`src/rtl/dmarb_pkg.sv`:
```
package dmarb_pkg;
  localparam int DW    = 32;
  localparam int FLD_W = 8;
  localparam int NPEND = 3;

  localparam int B_RUN   = 0;
  localparam int B_TPM   = 1;
  localparam int B_SRST  = 2;
  localparam int B_PEND  = 12;

  localparam logic [DW-1:0] CTRL_POR  = 32'h0001_0000;
  localparam logic [DW-1:0] CTRL_SRST = CTRL_POR | 32'h6;

  typedef enum logic [2:0] {RG_CTRL, RG_STAT, RG_CUR, RG_TAIL, RG_NONE} reg_sel_e;

  function automatic reg_sel_e word_to_sel(input logic [31:0] widx);
    case (widx)
      32'd0:   return RG_CTRL;
      32'd1:   return RG_STAT;
      32'd2:   return RG_CUR;
      32'd4:   return RG_TAIL;
      default: return RG_NONE;
    endcase
  endfunction

  function automatic logic [DW-1:0] ctrl_merge(input logic [DW-1:0] old_v,
                                               input logic [DW-1:0] wr_v);
    return wr_v | (32'd1 << B_TPM) | (old_v & (32'd1 << B_SRST));
  endfunction

  function automatic logic [DW-1:0] stat_pack(input logic halted, input logic idle,
                                              input logic [NPEND-1:0] pend,
                                              input logic [FLD_W-1:0] cnt,
                                              input logic [FLD_W-1:0] tmr);
    return {tmr, cnt, 1'b0, pend, 10'b0, idle, halted};
  endfunction

  function automatic logic irq_calc(input logic [NPEND-1:0] pend,
                                    input logic [NPEND-1:0] ien);
    return |(pend & ien);
  endfunction
endpackage

```
`src/rtl/dmarb_decode.sv`:
```
module dmarb_decode
  import dmarb_pkg::*;
#(
  parameter int ADDR_W = 8,
  parameter int NCH    = 2,
  parameter int WIN    = 48,
  localparam int CH_W  = (NCH > 1) ? $clog2(NCH) : 1
) (
  input  logic [ADDR_W-1:0] addr,
  output logic [CH_W-1:0]   chan,
  output reg_sel_e          sel
);
  logic [ADDR_W-1:0] win_idx;
  logic [ADDR_W-1:0] offs;

  assign win_idx = addr / ADDR_W'(WIN);
  assign offs    = addr % ADDR_W'(WIN);
  assign chan    = CH_W'(win_idx % ADDR_W'(NCH));
  assign sel     = word_to_sel(32'(offs >> 2));
endmodule

```
`src/rtl/dmarb_chan.sv`:
```
module dmarb_chan
  import dmarb_pkg::*;
(
  input  logic             clk,
  input  logic             rst_n,
  input  logic             wr_ctrl,
  input  logic             wr_stat,
  input  logic             wr_cur,
  input  logic             wr_tail,
  input  logic             rd_ctrl,
  input  logic [DW-1:0]    wdata,
  input  logic             halt_set,
  input  logic             idle_set,
  input  logic [NPEND-1:0] pend_evt,
  input  logic [FLD_W-1:0] cnt_live,
  input  logic [FLD_W-1:0] tmr_live,
  output logic [DW-1:0]    ctrl_o,
  output logic [DW-1:0]    stat_o,
  output logic [DW-1:0]    cur_o,
  output logic [DW-1:0]    tail_o,
  output logic             irq_o
);
  logic [DW-1:0]    ctrl_q, cur_q, tail_q;
  logic             halted_q, idle_q;
  logic [NPEND-1:0] pend_q;

  logic [DW-1:0]    ctrl_wr_v;
  logic             ev_soft_rst, ev_run_start;

  assign ctrl_wr_v    = ctrl_merge(ctrl_q, wdata);
  assign ev_soft_rst  = wr_ctrl && ctrl_wr_v[B_SRST];
  assign ev_run_start = wr_ctrl && !ctrl_wr_v[B_SRST] && ctrl_wr_v[B_RUN];

  logic [DW-1:0]    ctrl_n;
  logic             halted_n, idle_n;
  logic [NPEND-1:0] pend_n;

  always_comb begin
    ctrl_n   = ctrl_q;
    halted_n = halted_q;
    idle_n   = idle_q;
    pend_n   = pend_q;
    if (ev_soft_rst) begin
      ctrl_n   = CTRL_SRST;
      halted_n = 1'b1;
      idle_n   = 1'b0;
      pend_n   = '0;
    end else if (wr_ctrl) begin
      ctrl_n = ctrl_wr_v;
    end
    if (ev_run_start) begin
      halted_n = 1'b0;
      idle_n   = 1'b0;
    end
    if (rd_ctrl) ctrl_n[B_SRST] = 1'b0;
    if (wr_stat) pend_n = pend_n & ~wdata[B_PEND +: NPEND];
    if (wr_tail) idle_n = 1'b0;
    // engine reports take priority over software clears
    pend_n   = pend_n | pend_evt;
    halted_n = halted_n | halt_set;
    idle_n   = idle_n | idle_set;
  end

  always_ff @(posedge clk) begin
    if (!rst_n) begin
      ctrl_q   <= CTRL_POR;
      halted_q <= 1'b1;
      idle_q   <= 1'b0;
      pend_q   <= '0;
      cur_q    <= '0;
      tail_q   <= '0;
    end else begin
      ctrl_q   <= ctrl_n;
      halted_q <= halted_n;
      idle_q   <= idle_n;
      pend_q   <= pend_n;
      if (wr_cur)  cur_q  <= wdata;
      if (wr_tail) tail_q <= wdata;
    end
  end

  assign ctrl_o = ctrl_q;
  assign stat_o = stat_pack(halted_q, idle_q, pend_q, cnt_live, tmr_live);
  assign cur_o  = cur_q;
  assign tail_o = tail_q;
  assign irq_o  = irq_calc(pend_q, ctrl_q[B_PEND +: NPEND]);

  p_tpm_forced_r2: assert property (@(posedge clk) disable iff (!rst_n)
    wr_ctrl |=> ctrl_q[B_TPM]);
  p_srst_read_clear_r3: assert property (@(posedge clk) disable iff (!rst_n)
    (rd_ctrl && !wr_ctrl) |=> !ctrl_q[B_SRST]);
  p_run_clears_r5: assert property (@(posedge clk) disable iff (!rst_n)
    (wr_ctrl && wdata[B_RUN] && !wdata[B_SRST] && !ctrl_q[B_SRST] && !halt_set && !idle_set)
      |=> (!halted_q && !idle_q));
  p_w1c_r6: assert property (@(posedge clk) disable iff (!rst_n)
    (wr_stat && wdata[B_PEND] && !pend_evt[0]) |=> !pend_q[0]);
  p_evt_wins_r6: assert property (@(posedge clk) disable iff (!rst_n)
    pend_evt[0] |=> pend_q[0]);
  p_halt_wins_r10: assert property (@(posedge clk) disable iff (!rst_n)
    halt_set |=> halted_q);
  p_idle_wins_r10: assert property (@(posedge clk) disable iff (!rst_n)
    idle_set |=> idle_q);
  p_irq_follows_r9: assert property (@(posedge clk) disable iff (!rst_n)
    ((|(pend_evt & ctrl_q[B_PEND +: NPEND])) && !wr_ctrl) |=> irq_o);
endmodule

```
`src/rtl/dma_regbank.sv`:
```
module dma_regbank
  import dmarb_pkg::*;
#(
  parameter int ADDR_W = 8,
  parameter int NCH    = 2,
  parameter int WIN    = 48,
  localparam int CH_W  = (NCH > 1) ? $clog2(NCH) : 1
) (
  input  logic                 clk,
  input  logic                 rst_n,
  input  logic                 bus_valid,
  input  logic                 bus_write,
  input  logic [ADDR_W-1:0]    bus_addr,
  input  logic [DW-1:0]        bus_wdata,
  output logic [DW-1:0]        bus_rdata,
  input  logic [NCH-1:0]       eng_halt,
  input  logic [NCH-1:0]       eng_idle,
  input  logic [NCH*NPEND-1:0] eng_pend,
  input  logic [NCH*FLD_W-1:0] cnt_live,
  input  logic [NCH*FLD_W-1:0] tmr_live,
  output logic [NCH-1:0]       ch_run,
  output logic [NCH-1:0]       ch_srst,
  output logic [NCH*NPEND-1:0] ch_ien,
  output logic [NCH-1:0]       ch_irq,
  output logic                 tx_kick
);
  logic [CH_W-1:0] dec_chan;
  reg_sel_e        dec_sel;

  dmarb_decode #(.ADDR_W(ADDR_W), .NCH(NCH), .WIN(WIN)) u_dec (
    .addr(bus_addr), .chan(dec_chan), .sel(dec_sel)
  );

  logic          is_wr, is_rd;
  logic [DW-1:0] ctrl_v [NCH];
  logic [DW-1:0] stat_v [NCH];
  logic [DW-1:0] cur_v  [NCH];
  logic [DW-1:0] tail_v [NCH];

  assign is_wr = bus_valid && bus_write;
  assign is_rd = bus_valid && !bus_write;

  for (genvar g = 0; g < NCH; g++) begin : g_ch
    logic hit;
    assign hit = (dec_chan == CH_W'(g));
    dmarb_chan u_ch (
      .clk      (clk),
      .rst_n    (rst_n),
      .wr_ctrl  (is_wr && hit && dec_sel == RG_CTRL),
      .wr_stat  (is_wr && hit && dec_sel == RG_STAT),
      .wr_cur   (is_wr && hit && dec_sel == RG_CUR),
      .wr_tail  (is_wr && hit && dec_sel == RG_TAIL),
      .rd_ctrl  (is_rd && hit && dec_sel == RG_CTRL),
      .wdata    (bus_wdata),
      .halt_set (eng_halt[g]),
      .idle_set (eng_idle[g]),
      .pend_evt (eng_pend[g*NPEND +: NPEND]),
      .cnt_live (cnt_live[g*FLD_W +: FLD_W]),
      .tmr_live (tmr_live[g*FLD_W +: FLD_W]),
      .ctrl_o   (ctrl_v[g]),
      .stat_o   (stat_v[g]),
      .cur_o    (cur_v[g]),
      .tail_o   (tail_v[g]),
      .irq_o    (ch_irq[g])
    );
    assign ch_run[g]                = ctrl_v[g][B_RUN];
    assign ch_srst[g]               = ctrl_v[g][B_SRST];
    assign ch_ien[g*NPEND +: NPEND] = ctrl_v[g][B_PEND +: NPEND];
  end

  logic [DW-1:0] rd_mux;
  always_comb begin
    case (dec_sel)
      RG_CTRL: rd_mux = ctrl_v[dec_chan] & ~(32'd1 << B_SRST);
      RG_STAT: rd_mux = stat_v[dec_chan];
      RG_CUR:  rd_mux = cur_v[dec_chan];
      RG_TAIL: rd_mux = tail_v[dec_chan];
      default: rd_mux = '0;
    endcase
  end

  logic kick_req;
  assign kick_req = is_wr && dec_sel == RG_TAIL && dec_chan == '0;

  always_ff @(posedge clk) begin
    if (!rst_n) begin
      bus_rdata <= '0;
      tx_kick   <= 1'b0;
    end else begin
      if (is_rd) bus_rdata <= rd_mux;
      tx_kick <= kick_req;
    end
  end

  p_kick_source_r8: assert property (@(posedge clk) disable iff (!rst_n)
    tx_kick |-> $past(kick_req));
  p_rdata_hold_r1: assert property (@(posedge clk) disable iff (!rst_n)
    !is_rd |=> $stable(bus_rdata));
endmodule

```
`config.mk`:
```
export PLATFORM = sky130hd
export DESIGN_NAME = dma_regbank
export DESIGN_NICKNAME = d
export VERILOG_FILES = /design/src/rtl/dmarb_pkg.sv /design/src/rtl/dmarb_decode.sv /design/src/rtl/dmarb_chan.sv /design/src/rtl/dma_regbank.sv
export SDC_FILE = /design/constraint.sdc
export NUM_CORES = 1
export LEC_CHECK = 0
export BUFFER_PORTS_ARGS = -buffer_cell sky130_fd_sc_hd__buf_2
export CORE_UTILIZATION = 55
export DETAILED_ROUTE_END_ITERATION = 8
export GPL_ROUTABILITY_DRIVEN = 0
export PLACE_DENSITY = 0.77
export SLEW_MARGIN = 20
export SYNTH_ARGS = -nofsm -noshare
export SYNTH_HDL_FRONTEND = slang
export SYNTH_HIERARCHICAL = 1
export SYNTH_SLANG_ARGS = --single-unit
```
`constraint.sdc`:
```
create_clock -name clk -period 4 [get_ports clk]
set_clock_uncertainty 0.1 [all_clocks]
set_input_delay 0.6 -clock clk [delete_from_list [all_inputs] [get_ports clk]]
set_output_delay 0.6 -clock clk [all_outputs]
set_load 0.005 [all_outputs]
```
; After elaboration in Yosys (flattened, before gate mapping)
; Cells that the tools add are included.
[op_classes]
n_div = 2
n_lt_le_gt_ge = 1
n_eq_ne = 6
n_mux = 32
bitwise_logic = 16
n_reduce_logical = 37
[op_table]
columns = operator, n
row1 = 2-to-1 mux 32 bit, 12
row2 = one-hot mux 32 bit (4 select lines), 1
row3 = OR 32 x 3 -> 32 bit, 2
row4 = zero test 32 bit, 1
row5 = logical AND 1 bit, 24
row6 = 2-to-1 mux 3 bit, 8
row7 = AND 3 bit, 4
row8 = one-hot mux 3 bit (4 select lines), 1
row9 = 2-to-1 mux 1 bit, 10
row10 = divider 8 x 6 -> 8 bit (second input constant), 1
row11 = modulo 8 x 6 -> 8 bit (second input constant), 1
row12 = OR reduction 2 bit, 4
row13 = == test 3 x 2 -> 1 bit (second input constant), 2
row14 = == test 6 x 1 -> 1 bit (second input constant), 1
row15 = == test 6 x 2 -> 1 bit (second input constant), 1
row16 = == test 6 x 3 -> 1 bit (second input constant), 1
row17 = OR 3 bit, 2
row18 = OR reduction 3 bit, 2
row19 = OR 1 bit, 4
row20 = nonzero test 2 bit, 2
row21 = == test 3 x 1 -> 1 bit (second input constant), 1
row22 = zero test 1 bit, 3
row23 = zero test 3 bit, 1
row24 = inverter 3 bit, 1
row25 = other kinds (3), 4
[word_totals]
register_bits = 235
inputBits = 86
output_inout_bits = 45
word_cells = 112

; Logic depth before layout (Yosys ltp)
[logic_depth]
word_depth = 10
ltp_mapped = 15
ltp_nobuf = 9

; Hierarchy
; The synthesis kept the hierarchy.
[modules_own_cells]
columns = mod, instances, cells_per_inst, area_per_inst_um2, seq_area_each_um2
row1 = dmarb_chan, 2, 368, 3881.2, 2021.9
row2 = dma_regbank, 1, 384, 3094.2, 660.6
row3 = dmarb_decode, 1, 50, 301.5, 0.0

; Least setup slack after synthesis
; Ideal clock, no wire load.
[synth_path]
path_kind = input to register
startpoint = input port bus_addr[3]
endpoint = register g_ch[0].u_ch.cur_q[21]
setup_ns = 0.117
t_arrival_ns = 2.932
required_time_ns = 3.783
slack_ns = 0.851
cell_stages = 14
path_buffers = 6
cell_sequence = buf_4 or3b_1 o211ai_2 a31oi_1 nor3_1 buf_6 or3b_1 buf_2 buf_2 nor2_1 buf_2 buf_2 mux2i_1 nor2_1
[synth_via]
elab_chain_len = 5
word_cells_on_any_way = 11
cone_classes = div: 2 / eq/ne: 4 / mux: 1 / bitwise: 1 / reduce/logical: 3
[synth_lines]
columns = item, line_no
row1 = from (decl), dma_regbank.sv:13  ; input logic [ADDR_W-1:0] bus_addr,
row2 = modulo 8 x 6 -> 8 bit (*), dmarb_decode.sv:17  ; assign offs = addr % ADDR_W'(WIN);
row3 = zero test 32 bit (tied with other cells), dmarb_pkg.sv:17  ; case (widx)
row4 = one-hot mux 3 bit (4 select lines) (*), dmarb_pkg.sv:17
row5 = named net dec_sel[1], dma_regbank.sv:28  ; reg_sel_e dec_sel;
row6 = == test 3 x 2 -> 1 bit (*), dma_regbank.sv:51  ; .wr_cur (is_wr && hit && dec_sel == RG_CUR),
row7 = logical AND 1 bit (*), dma_regbank.sv:51
row8 = to (signal assigned), dmarb_chan.sv:77  ; if (wr_cur) cur_q <= wdata;
row9 = to (decl), dmarb_chan.sv:23  ; logic [DW-1:0] ctrl_q, cur_q, tail_q;
; Mark *: on every way through the listed nets, which the timed path passes. The rest lies on a longest branch.
; A chain may end at the register's enable or synchronous reset.

; Worst setup path in the final report
[layout_path]
startpoint = input port bus_addr[7]
endpoint = register g_ch[0].u_ch.ctrl_q[16]
[layout_via]
elab_chain_len = 7
word_cells_on_any_way = 13
cone_classes = div: 2 / eq/ne: 3 / mux: 1 / bitwise: 1 / reduce/logical: 6
[layout_lines]
columns = item, line_no
row1 = modulo 8 x 6 -> 8 bit (*), dmarb_decode.sv:17
row2 = zero test 32 bit (tied with other cells), dmarb_pkg.sv:17
row3 = one-hot mux 3 bit (4 select lines) (*), dmarb_pkg.sv:17
row4 = named net dec_sel[2], dma_regbank.sv:28
row5 = zero test 3 bit (*), dma_regbank.sv:49  ; .wr_ctrl (is_wr && hit && dec_sel == RG_CTRL),
row6 = logical AND 1 bit (*), dma_regbank.sv:49
row7 = logical AND 1 bit, dmarb_chan.sv:31  ; assign ev_soft_rst = wr_ctrl && ctrl_wr_v[B_SRST];
row8 = OR reduction 2 bit (no source line), -
row9 = to (signal assigned), dmarb_chan.sv:73  ; ctrl_q <= ctrl_n;
row10 = to (decl), dmarb_chan.sv:23
; Marked as above.

==> results.yml <==
outcome:
  status: "completed"
route:
  via_per_inst: 5.70
  vias: 8559
  wirelength_um: 26900
  wl_per_cell_um: 17.9
  dr.pass1.iters: 5
  initialDrtViolationCount: 577
  ant_nets: 0
  drc: 0
cells_and_area:
  final_util_pct: 62.8
  final_area_um2: 12300
  area_growth_pct: 10.5
  final_layout_size_suffix_gt1_share_pct: 17.5
  fillers: 1679
  nets: 1307
  diodes: 0
cts:
  clk_pin_slew_ps: 60
  root_buffer: "clkbuf_16"
  cts_tree: "built"
  post_cts_buffers: 0
  clk-insertion-delay-late_ps: 510
  clockBufferDepth: 3
  cts_hold_buf: 0
  htree_levels: 1
  cts_resized: 0
  cts_buffers: 25
  clkSinkCount: 235
power:
  p_seq_share_pct: 46.6
  p_leak_nw: 4.72
  pwr-share-clk_pct: 44.0
  p_sw_w: 0.00123
  ir_drop_mv: 0.353
  internal-power_w: 0.00389
  sw_frac_of_total_pct: 24.0
  power_density_nw_per_um2: 415
  combPwrFrac_pct: 9.4
logic_synthesis:
  synthesis.area_um2: 11200
  synthArstFlopShare_pct: 0
  yosys_most_used_dff: "dfxtp_1"
  synth.largest_area_cell: "dfxtp_1"
  synth-edff-count: 0
  ys_warn_count: 6
  synth_cell_types: 48
  synth_top_area_share_pct: 42.2
  synth_seq_area_share_pct: 42.2
  yosys_register_bits: 235
  syn_avg_cell_area_um2: 9.54
  syn_inst: 1170
  synthTopCellsByArea: "dfxtp_1 (42%), mux2i_1 (28%), nor2_1 (6.0%)"
timing:
  fin_crit_sh_pct: 76.3
  max_slew.worst_pin.slew_ps: 1070
  min_period_ps: 3050
  clock.fmax_mhz: 328
  rsz0062_at_grt: "no"
  hold_viol: 0
  setup_tns_ps: 0
  slew_violations: 0
  setup_violations: 0
  slew_headroom_pct: 28.8
global_route:
  grt_pass1_vias: 8286
  grt_start_max_net_pins: 86
  antenna_found_initial: 1
  grt_pass1_wl_um: 42800
  track_usage_pct: 25.9
  grt_overflow: 0
critical_path:
  setup.worst_path.end_class: "flip-flop"
  critPathRequiredTime_ps: 4290
  reg2reg_slack_ps: 2370
  critical_path_class: "in -> reg"
  arrival_ps: 3340
  critPathMaxFanout: 14
  critical_path.startpoint_type: "input port"
die:
  die_h_um: 144
  core_um2: 19700
  dieArea_um2: 20900
  die-width_um: 144
  row_count: 51
  initial_core_util_pct: 56.8
  ios: 131
flow_run:
  cap_violations: 0
placement:
  post-dp-hpwl_um: 16300
  io_buffers: 128
  place_area_um2: 11500
worst_hold_path:
  hold_class: "in -> reg"
[cell usage after synthesis (2+ instances only)]
library cell	number
o22ai_1	63
o21ai_1	30
a31oi_1	2
o21ai_0	6
mux2i_1	311
inv_2	2
o221a_2	2
o31ai_1	4
nor2_1	179
buf_6	10
dfxtp_1	235
o32ai_1	2
a211oi_1	2
mux2_1	2
inv_1	7
nor3_1	66
a222oi_1	2
o211ai_1	2
nor3b_1	2
a21oi_1	5
a2111o_1	2
clkbuf_1	25
buf_2	39
o31ai_2	2
a21bo_2	6
o21a_1	2
buf_4	74
or3_1	4
or3b_1	4
clkbuf_4	4
nand3_1	3
nor2b_1	2
xor2_1	2
buf_1	2
nand2_1	45
conb_1	2
nand2b_1	7
[area by class of cell]
cell class | count | area, um2 | area share [%]
multi-input cells | 792 | 5550 | 45.0
inverters | 9 | 36.3 | 0.294
well taps | 265 | 332 | 2.69
repair buffers | 158 | 903 | 7.32
clock buffers | 36 | 737 | 5.97
clock inverters | 7 | 67.6 | 0.548
flip-flops and latches | 235 | 4700 | 38.1
[layout by cell type, fill, tap and decap left out, drive strengths merged, types with 2 or more instances in the layout]
cell type / count
clkinv: 6
a31oi: 2
buf: 158
o21ai: 36
mux2i: 311
o21a: 2
o32ai: 2
o221a: 2
mux2: 2
nand3: 3
or3b: 4
clkbuf: 36
nor3b: 2
a222oi: 2
a2111o: 2
nor2b: 2
nor2: 179
nand2: 45
o211ai: 3
dfxtp: 235
or3: 4
nand2b: 7
a21bo: 6
a21oi: 5
o31ai: 6
nor3: 66
inv: 9
xor2: 2
o22ai: 63
conb: 22
a211oi: 2
[metal layers]
layer / track usage [%] / wire [um] / up-vias
met5: 0 / 0 / -
met3: 4.64 / 1950 / 33
met1: 35.3 / 12100 / 4105
met2: 42.1 / 12400 / 290
li1: - / - / 4131
met4: 6.81 / 479 / 0
[registers in the layout, indices dropped and copies added, names as in the netlist]
name and cells:
g_ch.u_ch/ctrl_o 64, g_ch.u_ch/cur_o 64, g_ch.u_ch/tail_o 64, bus_rdata 32, g_ch.u_ch/pend_q 6, g_ch.u_ch/halted_q 2, g_ch.u_ch/idle_q 2, tx_kick 1
[cell families (layout without fill, tap and decap cells)]
family,after synthesis,in the layout,synth area share [%]
multiplexers,313,313,28.1
buffers and inverters,163,210,9.22
XOR/XNOR,3,3,0.236
AO/OA/AOI/OAI,135,135,7.93
adder cells (fa/ha/maj),1,1,0.0897
other,2,22,0.0673
AND/OR/NAND/NOR,318,318,12.2
flip-flops,235,235,42.2
[power groups by stage]
stage               sequential (W)  combinational [W]  clock (W)
floorplan                  0.00243           0.000370          0
global placement           0.00243           0.000468          0
detailed placement         0.00244           0.000473          0
CTS                        0.00238           0.000475    0.00228
global route               0.00239           0.000515    0.00238
finish                     0.00239           0.000481    0.00225
[worst paths after layout]
kind	from	to	cells past startpoint
setup / recovery	bus_addr[7]	g_ch[0].u_ch/ctrl_o[16]$_SDFFE_PP1P_	10
hold / removal	eng_pend[2]	g_ch[0].u_ch/pend_q[2]$_SDFF_PN0_	3
setup reg to reg	g_ch[0].u_ch/ctrl_o[2]$_SDFFE_PP0P_	g_ch[0].u_ch/halted_q$_SDFF_PN1_	3
hold reg to reg	bus_rdata[11]$_SDFFE_PN0N_	bus_rdata[11]$_SDFFE_PN0N_	2
[metrics by stage]
| stage | setup slack [ps] | hold WS, ps | cells | power, W |
|---|---|---|---|---|
| 3_3_place_gp | 584 | 333 | 1459 | 0.00290 |
| 6_report | 949 | 187 | 1502 | 0.00512 |
| 5_1_grt | 810 | 183 | 1502 | 0.00528 |
| 3_5_place_dp | 527 | 335 | 1459 | 0.00291 |
| 2_1_floorplan | 851 | 334 | 1190 | 0.00280 |
| 4_1_cts | 1000 | 172 | 1502 | 0.00514 |
[worst max-delay path: stages]
cell and delay [ps]:
buf_2 220, inv_1 120, maj3_1 360, a21oi_1 160
o221ai_1 300, or3_1 460, nor2_4 150, buf_4 280
mux2_1 360, or3_1 320
Note: power is estimated with default switching activity, not from simulation.
